**config.mk**
```make
export PLATFORM = sky130hd
export DESIGN_NAME = instr_cycle_seq
export DESIGN_NICKNAME = d
export VERILOG_FILES = /design/src/rtl/isc_pkg.sv /design/src/rtl/isc_phase_fsm.sv /design/src/rtl/isc_ir_reg.sv /design/src/rtl/isc_pc_unit.sv /design/src/rtl/instr_cycle_seq.sv
export SDC_FILE = /design/constraint.sdc
export NUM_CORES = 1
export LEC_CHECK = 0
export BUFFER_PORTS_ARGS = -buffer_cell sky130_fd_sc_hd__buf_2
export CAP_MARGIN = 30
export CELL_PAD_IN_SITES_DETAIL_PLACEMENT = 2
export CELL_PAD_IN_SITES_GLOBAL_PLACEMENT = 2
export CORE_ASPECT_RATIO = 0.6
export CORE_MARGIN = 2
export CORE_UTILIZATION = 24
export CTS_CLUSTER_DIAMETER = 200
export DETAILED_ROUTE_END_ITERATION = 12
export PLACE_DENSITY_LB_ADDON = 0.05
export SLEW_MARGIN = 20
export SYNTH_ARGS = -nofsm -noshare
export SYNTH_HDL_FRONTEND = slang
export SYNTH_SLANG_ARGS = --single-unit
```
**constraint.sdc**
```tcl
create_clock -name clk -period 1.4 [get_ports clk]
set_input_delay 0.14 -clock clk [delete_from_list [all_inputs] [get_ports clk]]
set_output_delay 0.14 -clock clk [all_outputs]
set_load 0.05 [all_outputs]
```
**src/rtl/isc_pkg.sv**
```systemverilog
package isc_pkg;

    typedef enum logic [1:0] {
        PH_FETCH = 2'd0,
        PH_EXEC  = 2'd1,
        PH_CHECK = 2'd2
    } phase_t;

    function automatic phase_t phase_step(input phase_t cur, input logic ready,
                                          input logic done);
        phase_t nxt;
        nxt = cur;
        case (cur)
            PH_FETCH: if (ready) nxt = PH_EXEC;
            PH_EXEC:  if (done)  nxt = PH_CHECK;
            default:             nxt = PH_FETCH;
        endcase
        return nxt;
    endfunction

endpackage

```
**src/rtl/isc_phase_fsm.sv**
```systemverilog
module isc_phase_fsm
    import isc_pkg::*;
(
    input  logic clk,
    input  logic rst,
    input  logic mem_ready,
    input  logic exec_done,
    output logic in_fetch,
    output logic in_exec,
    output logic in_check,
    output logic fetch_take,
    output logic exec_take
);
    phase_t phase_q;

    always_ff @(posedge clk) begin
        if (rst) phase_q <= PH_FETCH;
        else     phase_q <= phase_step(phase_q, mem_ready, exec_done);
    end

    always_comb begin
        in_fetch   = (phase_q == PH_FETCH);
        in_exec    = (phase_q == PH_EXEC);
        in_check   = (phase_q == PH_CHECK);
        fetch_take = in_fetch && mem_ready;
        exec_take  = in_exec && exec_done;
    end

    AST_EXEC_HOLD: assert property (@(posedge clk) disable iff (rst)
        in_exec && !exec_done |=> in_exec);
    AST_CHECK_ONE: assert property (@(posedge clk) disable iff (rst)
        in_check |=> in_fetch);

endmodule

```
**src/rtl/isc_ir_reg.sv**
```systemverilog
module isc_ir_reg #(
    parameter int DW = 16
) (
    input  logic          clk,
    input  logic          rst,
    input  logic          load,
    input  logic [DW-1:0] d,
    output logic [DW-1:0] q
);
    always_ff @(posedge clk) begin
        if (rst)       q <= '0;
        else if (load) q <= d;
    end

    AST_IR_LOAD: assert property (@(posedge clk) disable iff (rst)
        load |=> q == $past(d));

endmodule

```
**src/rtl/isc_pc_unit.sv**
```systemverilog
module isc_pc_unit #(
    parameter int          AW          = 16,
    parameter logic [AW-1:0] HANDLER_VEC = '0
) (
    input  logic          clk,
    input  logic          rst,
    input  logic          fetch_take,
    input  logic          exec_take,
    input  logic          in_check,
    input  logic          exec_jump,
    input  logic [AW-1:0] exec_target,
    input  logic          exec_rti,
    input  logic          irq_pending,
    output logic [AW-1:0] pc,
    output logic          int_en,
    output logic          irq_ack
);
    typedef struct packed {
        logic [AW-1:0] pc;
        logic          ie;
    } ctx_t;

    ctx_t ctx_q;

    assign irq_ack = in_check && irq_pending && int_en;

    always_ff @(posedge clk) begin
        if (rst) begin
            pc     <= '0;
            int_en <= 1'b1;
            ctx_q  <= '0;
        end else if (fetch_take) begin
            pc <= pc + 1'b1;
        end else if (exec_take) begin
            if (exec_rti) begin
                pc     <= ctx_q.pc;
                int_en <= 1'b1;
            end else if (exec_jump) begin
                pc <= exec_target;
            end
        end else if (irq_ack) begin
            ctx_q  <= '{pc: pc, ie: int_en};
            pc     <= HANDLER_VEC;
            int_en <= 1'b0;
        end
    end

    AST_PC_INC: assert property (@(posedge clk) disable iff (rst)
        fetch_take |=> pc == $past(pc) + 1'b1);
    AST_VECTOR: assert property (@(posedge clk) disable iff (rst)
        irq_ack |=> pc == HANDLER_VEC && !int_en);
    AST_MASKED: assert property (@(posedge clk) disable iff (rst)
        in_check && !int_en |=> !int_en && pc == $past(pc));
    AST_RESTORE: assert property (@(posedge clk) disable iff (rst)
        exec_take && exec_rti |=> int_en);

endmodule

```
**src/rtl/instr_cycle_seq.sv**
```systemverilog
module instr_cycle_seq #(
    parameter int            AW          = 16,
    parameter int            DW          = 16,
    parameter int            OPW         = 4,
    parameter logic [AW-1:0] HANDLER_VEC = 16'h0100
) (
    input  logic           clk,
    input  logic           rst,
    output logic           mem_req,
    output logic [AW-1:0]  mem_addr,
    input  logic           mem_ready,
    input  logic [DW-1:0]  mem_rdata,
    output logic [DW-1:0]  ir,
    output logic [OPW-1:0] opcode,
    output logic           exec_valid,
    input  logic           exec_done,
    input  logic           exec_jump,
    input  logic [AW-1:0]  exec_target,
    input  logic           exec_rti,
    input  logic           irq_pending,
    output logic           irq_ack,
    output logic [AW-1:0]  pc,
    output logic           int_en
);
    localparam int OP_LSB = DW - OPW;

    logic in_fetch, in_exec, in_check, fetch_take, exec_take;

    isc_phase_fsm u_fsm (
        .clk(clk), .rst(rst), .mem_ready(mem_ready), .exec_done(exec_done),
        .in_fetch(in_fetch), .in_exec(in_exec), .in_check(in_check),
        .fetch_take(fetch_take), .exec_take(exec_take)
    );

    isc_ir_reg #(.DW(DW)) u_ir (
        .clk(clk), .rst(rst), .load(fetch_take), .d(mem_rdata), .q(ir)
    );

    isc_pc_unit #(.AW(AW), .HANDLER_VEC(HANDLER_VEC)) u_pc (
        .clk(clk), .rst(rst), .fetch_take(fetch_take), .exec_take(exec_take),
        .in_check(in_check), .exec_jump(exec_jump), .exec_target(exec_target),
        .exec_rti(exec_rti), .irq_pending(irq_pending),
        .pc(pc), .int_en(int_en), .irq_ack(irq_ack)
    );

    assign mem_req    = in_fetch;
    assign mem_addr   = pc;
    assign exec_valid = in_exec;
    assign opcode     = ir[DW-1:OP_LSB];

    AST_REQ_HOLD: assert property (@(posedge clk) disable iff (rst)
        mem_req && !mem_ready |=> mem_req && $stable(mem_addr));
    AST_ACK_QUIET: assert property (@(posedge clk) disable iff (rst)
        irq_ack |-> !mem_req && !exec_valid);

endmodule

```
==> metrics.md <==
| Metric | Value |
|---|---|
| Status | finished, violations left |
| Failing checks | setup timing |
| Boundary pin count | 95 |
| CTS tree | built |
| Post-synthesis sequential area ratio | between 30% and 40% |
| Top FF cell, synth | dfxtp_1 |
| Critical path data arrival time | 1.76 ns |
| Critical path capture point type | flop |
| Post-synth EDFFs | 0 |
| Sw Share | 34.2% |
| Hold_ws | about 0.076 ns |
| Die Ht | about 86 um |
| Min-delay src | mem_rdata[7] |
| Cell Area, Synth | ~2700 um^2 |
| Power Density | about 1000 nW/um^2 |
| Routed WL per cell | between 15 and 20 um |
| Drt first pass iters | 4 |
| Top Metal Used | met4 |
| Antenna Nets Post-Route | 0 |
| Worst Reg-to-Reg Cells | 5 |
| Max-cap violations | 0 |
| CTS root buf | clkbuf_16 |
| Crit path to | u_pc.pc[11]$_SDFFE_PP0P_ |
| Placed instance count | just under 600 |
| Initial Util | between 20% and 30% |
| Hold Vio Cnt, Final | 0 |
| Critical Path Source | u_pc.pc[7]$_SDFFE_PP0P_ |
| R2R Setup Slk | -0.16 ns |
| Final Setup Violations | 17 |
| Sequential share of power | between 30% and 40% |
| Skew final | 0.00870 ns |
| Minimum clock period | ~1.6 ns |
| H-tree Lvls | 2 |
| R2R Path End | u_pc.pc[11]$_SDFFE_PP0P_ |
| # clock sinks | 51 |
| Antenna diodes | 0 |
| Slew HR | roughly 66% |
| Gate Count Post-Synth | 349 |
| Die area | between 10000 and 15000 um^2 |
| Longest Clk Path Bufs | 2 |
| Initial antenna violation count | 0 |
| Post-DP HPWL | between 8000 and 9000 um |
| Die width | ~140 um |
| Total CTS buffers | 5 |
| P_sw | roughly 1.5 mW |
| Critical Path RT | between 1.5 and 2 ns |
| GRT Residual Overflow | 0 |
| Row Count | 29 |
| Worst Max-Slew Pin Slew | between 0.5 and 0.6 ns |
| Synth Register Bits | 51 |
| Avg Cell Area, Syn | 7.66 um^2 |
| Core Area | about 11000 um^2 |
| Port buffer count | 94 |
| VDD IR max | around 0.00048 V |
| Critical path type | reg -> reg |
| Layout Cells excl Fill | just over 600 |
| Synth cell types | 46 |
| Final nets | roughly 500 |
| Clock power share | roughly a third |
| Area growth syn-to-layout | 57.2% |
| Share of layout cells above drive strength 1 | between 50% and 60% |
| RSZ-0062 raised after global routing | yes |
| Filler cell count in the final layout | between 1000 and 1500 |
| Met1 wire length | between 5000 and 6000 um |
| Vias | 2899 |
| Syn Nets | slightly below 400 |
| Internal power | about 2.8 mW |
| Final Power | 4.31 mW |
| Fmax achieved | around 640 MHz |
| Remaining DRCs | 0 |
| CP max FO | 5 |
| Routed WL | approximately 11000 um |
| Largest net degree at the start of global routing | 18 |
| Post-DP Area | ~3600 um^2 |
| HP Class | in -> reg |
| Sum Neg Setup Slack | -1.49 ns |
| Drt initial violations | between 80 and 90 |
| Leak | approximately 1.8 nW |
| Hold buffers post-CTS | 0 |
| Comb power frac | between 20% and 30% |
| Final Max Slew Viols | 0 |
| Gr usage total | 18.5% |
| Final core occ | 39.3% |
| Met3 WL post-DR | between 400 and 500 um |
| CP startpoint kind | flop |
| Final period util | 111% |
| YS warnings | 0 |
| Vias in the first global route | slightly above 3000 |
| Insertion delay to the later sink of the worst-skew pair | 0.30 ns |
| Final Cell Area | ~4200 um^2 |
| First-pass GRT wire length | 17300 um |
| Met2 wire len | about 5000 um |
| Final RePlAce weighted congestion | approximately 0.77 |
| CTS clk-pin slew, worst paths | around 0.080 ns |
| RR Startpoint | u_pc.pc[7]$_SDFFE_PP0P_ |
| Via-to-Cell Ratio | 4.78 |
| Pre-CTS setup slack | -0.174 ns |
| Async SR Flop Fraction | 0% |
| Setup ws final | -0.159 ns |
## cells by family (layout without fill, tap and decap cells)
family | count (synthesis) | after routing | share of synthesized area [%]
buffers and inverters | 58 | 177 | 12.3
adders and majority gates | 1 | 1 | 0.468
AOI/OAI and AO/OA | 97 | 97 | 23.4
DFF | 51 | 51 | 38.2
and+or+nand+nor | 133 | 133 | 22.2
muxes | 9 | 9 | 3.46
## power groups by stage
stage	sequential (mW)	combinational, mW	clock, mW
after floorplan	1.82	0.532	0
after global placement	1.58	1.11	0
after detailed placement	1.59	1.13	0
after CTS	1.55	1.19	1.54
after global routing	1.56	1.35	1.59
final	1.55	1.27	1.49
## cells in the final DEF (no fill, tap or decap), drive strengths merged, types with 2 or more instances in the layout
cell / count
mux2i: 7
o32ai: 3
nor2: 22
nand4: 4
mux2: 2
and3: 3
a221oi: 10
dfxtp: 51
nor2b: 4
a21oi: 47
o31a: 2
nand3: 9
o22ai: 3
o21ai: 18
o31ai: 4
inv: 12
buf: 155
clkbuf: 8
nor3b: 2
and2: 4
nand2: 78
nor3: 3
o21a: 5
## layer usage
| metal | global-route usage (%) | vias up |
|---|---|---|
| met5 | 0 | - |
| met1 | 25.4 | 1414 |
| met4 | 3.86 | 0 |
| li1 | - | 1414 |
| met2 | 30.5 | 63 |
| met3 | 3.52 | 8 |
## sequential cells by signal, indices dropped and copies added (netlist names)
register	cells
u_fsm.phase_q	2
u_ir.q	16
u_pc.ctx_q	16
u_pc.int_en	1
u_pc.pc	16
## worst min path at each step
| stage | endpoint | slack, ns | cells past startpoint |
|---|---|---|---|
| after floorplan | u_ir.q[0]$_SDFFE_PP0P_ | 0.28 | 2 |
| after global placement | u_ir.q[14]$_SDFFE_PP0P_ | 0.38 | 3 |
| after detailed placement | u_ir.q[6]$_SDFFE_PP0P_ | 0.39 | 3 |
| after CTS | u_ir.q[0]$_SDFFE_PP0P_ | 0.07 | 3 |
| after global routing | u_ir.q[2]$_SDFFE_PP0P_ | 0.08 | 3 |
| final | u_ir.q[7]$_SDFFE_PP0P_ | 0.08 | 3 |
## worst max-delay path, cell delays in order (launching register included)
cell and delay (ns):
dfxtp_4 0.36, and4_4 0.22, nand4_1 0.27, o21a_1 0.29
o31a_1 0.23, o21a_1 0.09
## area by class of cell
type                            instances  area [um^2]  area share, %
Sequential cell                        51         1070           25.5
Timing Repair Buffer                  156         1100           26.3
Inverter                               13         61.3           1.46
Tap cell                              139          174           4.14
Clock inverter                          1         7.51          0.179
Multi-Input combinational cell        240         1610           38.3
Clock buffer                            7          175           4.17
## synthesized netlist by cell type (all sizes together) (2+ instances only)
library cell	number	area [um^2]
a21oi	47	250
a221oi	10	100
and2	4	27.5
and3	3	18.8
buf	36	246
clkbuf	9	33.8
dfxtp	51	1020
inv	12	45.0
mux2	2	22.5
mux2i	7	70.1
nand2	78	295
nand3	9	45.0
nand4	4	25.0
nor2	22	82.6
nor2b	4	32.5
nor3	3	15.0
nor3b	2	20.0
o21a	5	37.5
o21ai	18	90.1
o22ai	3	18.8
o31a	2	17.5
o31ai	4	35.0
o32ai	3	26.3
## repair_timing
| item | CTS | global route |
|---|---|---|
| resized for setup | 37 | 49 |
| gates cloned | 0 | 1 |
| buffers inserted | 6 | 3 |
| pin swaps | 7 | 14 |
| endpoints found under the setup margin | 19 | 21 |
Power figures use the tool's default switching activity.
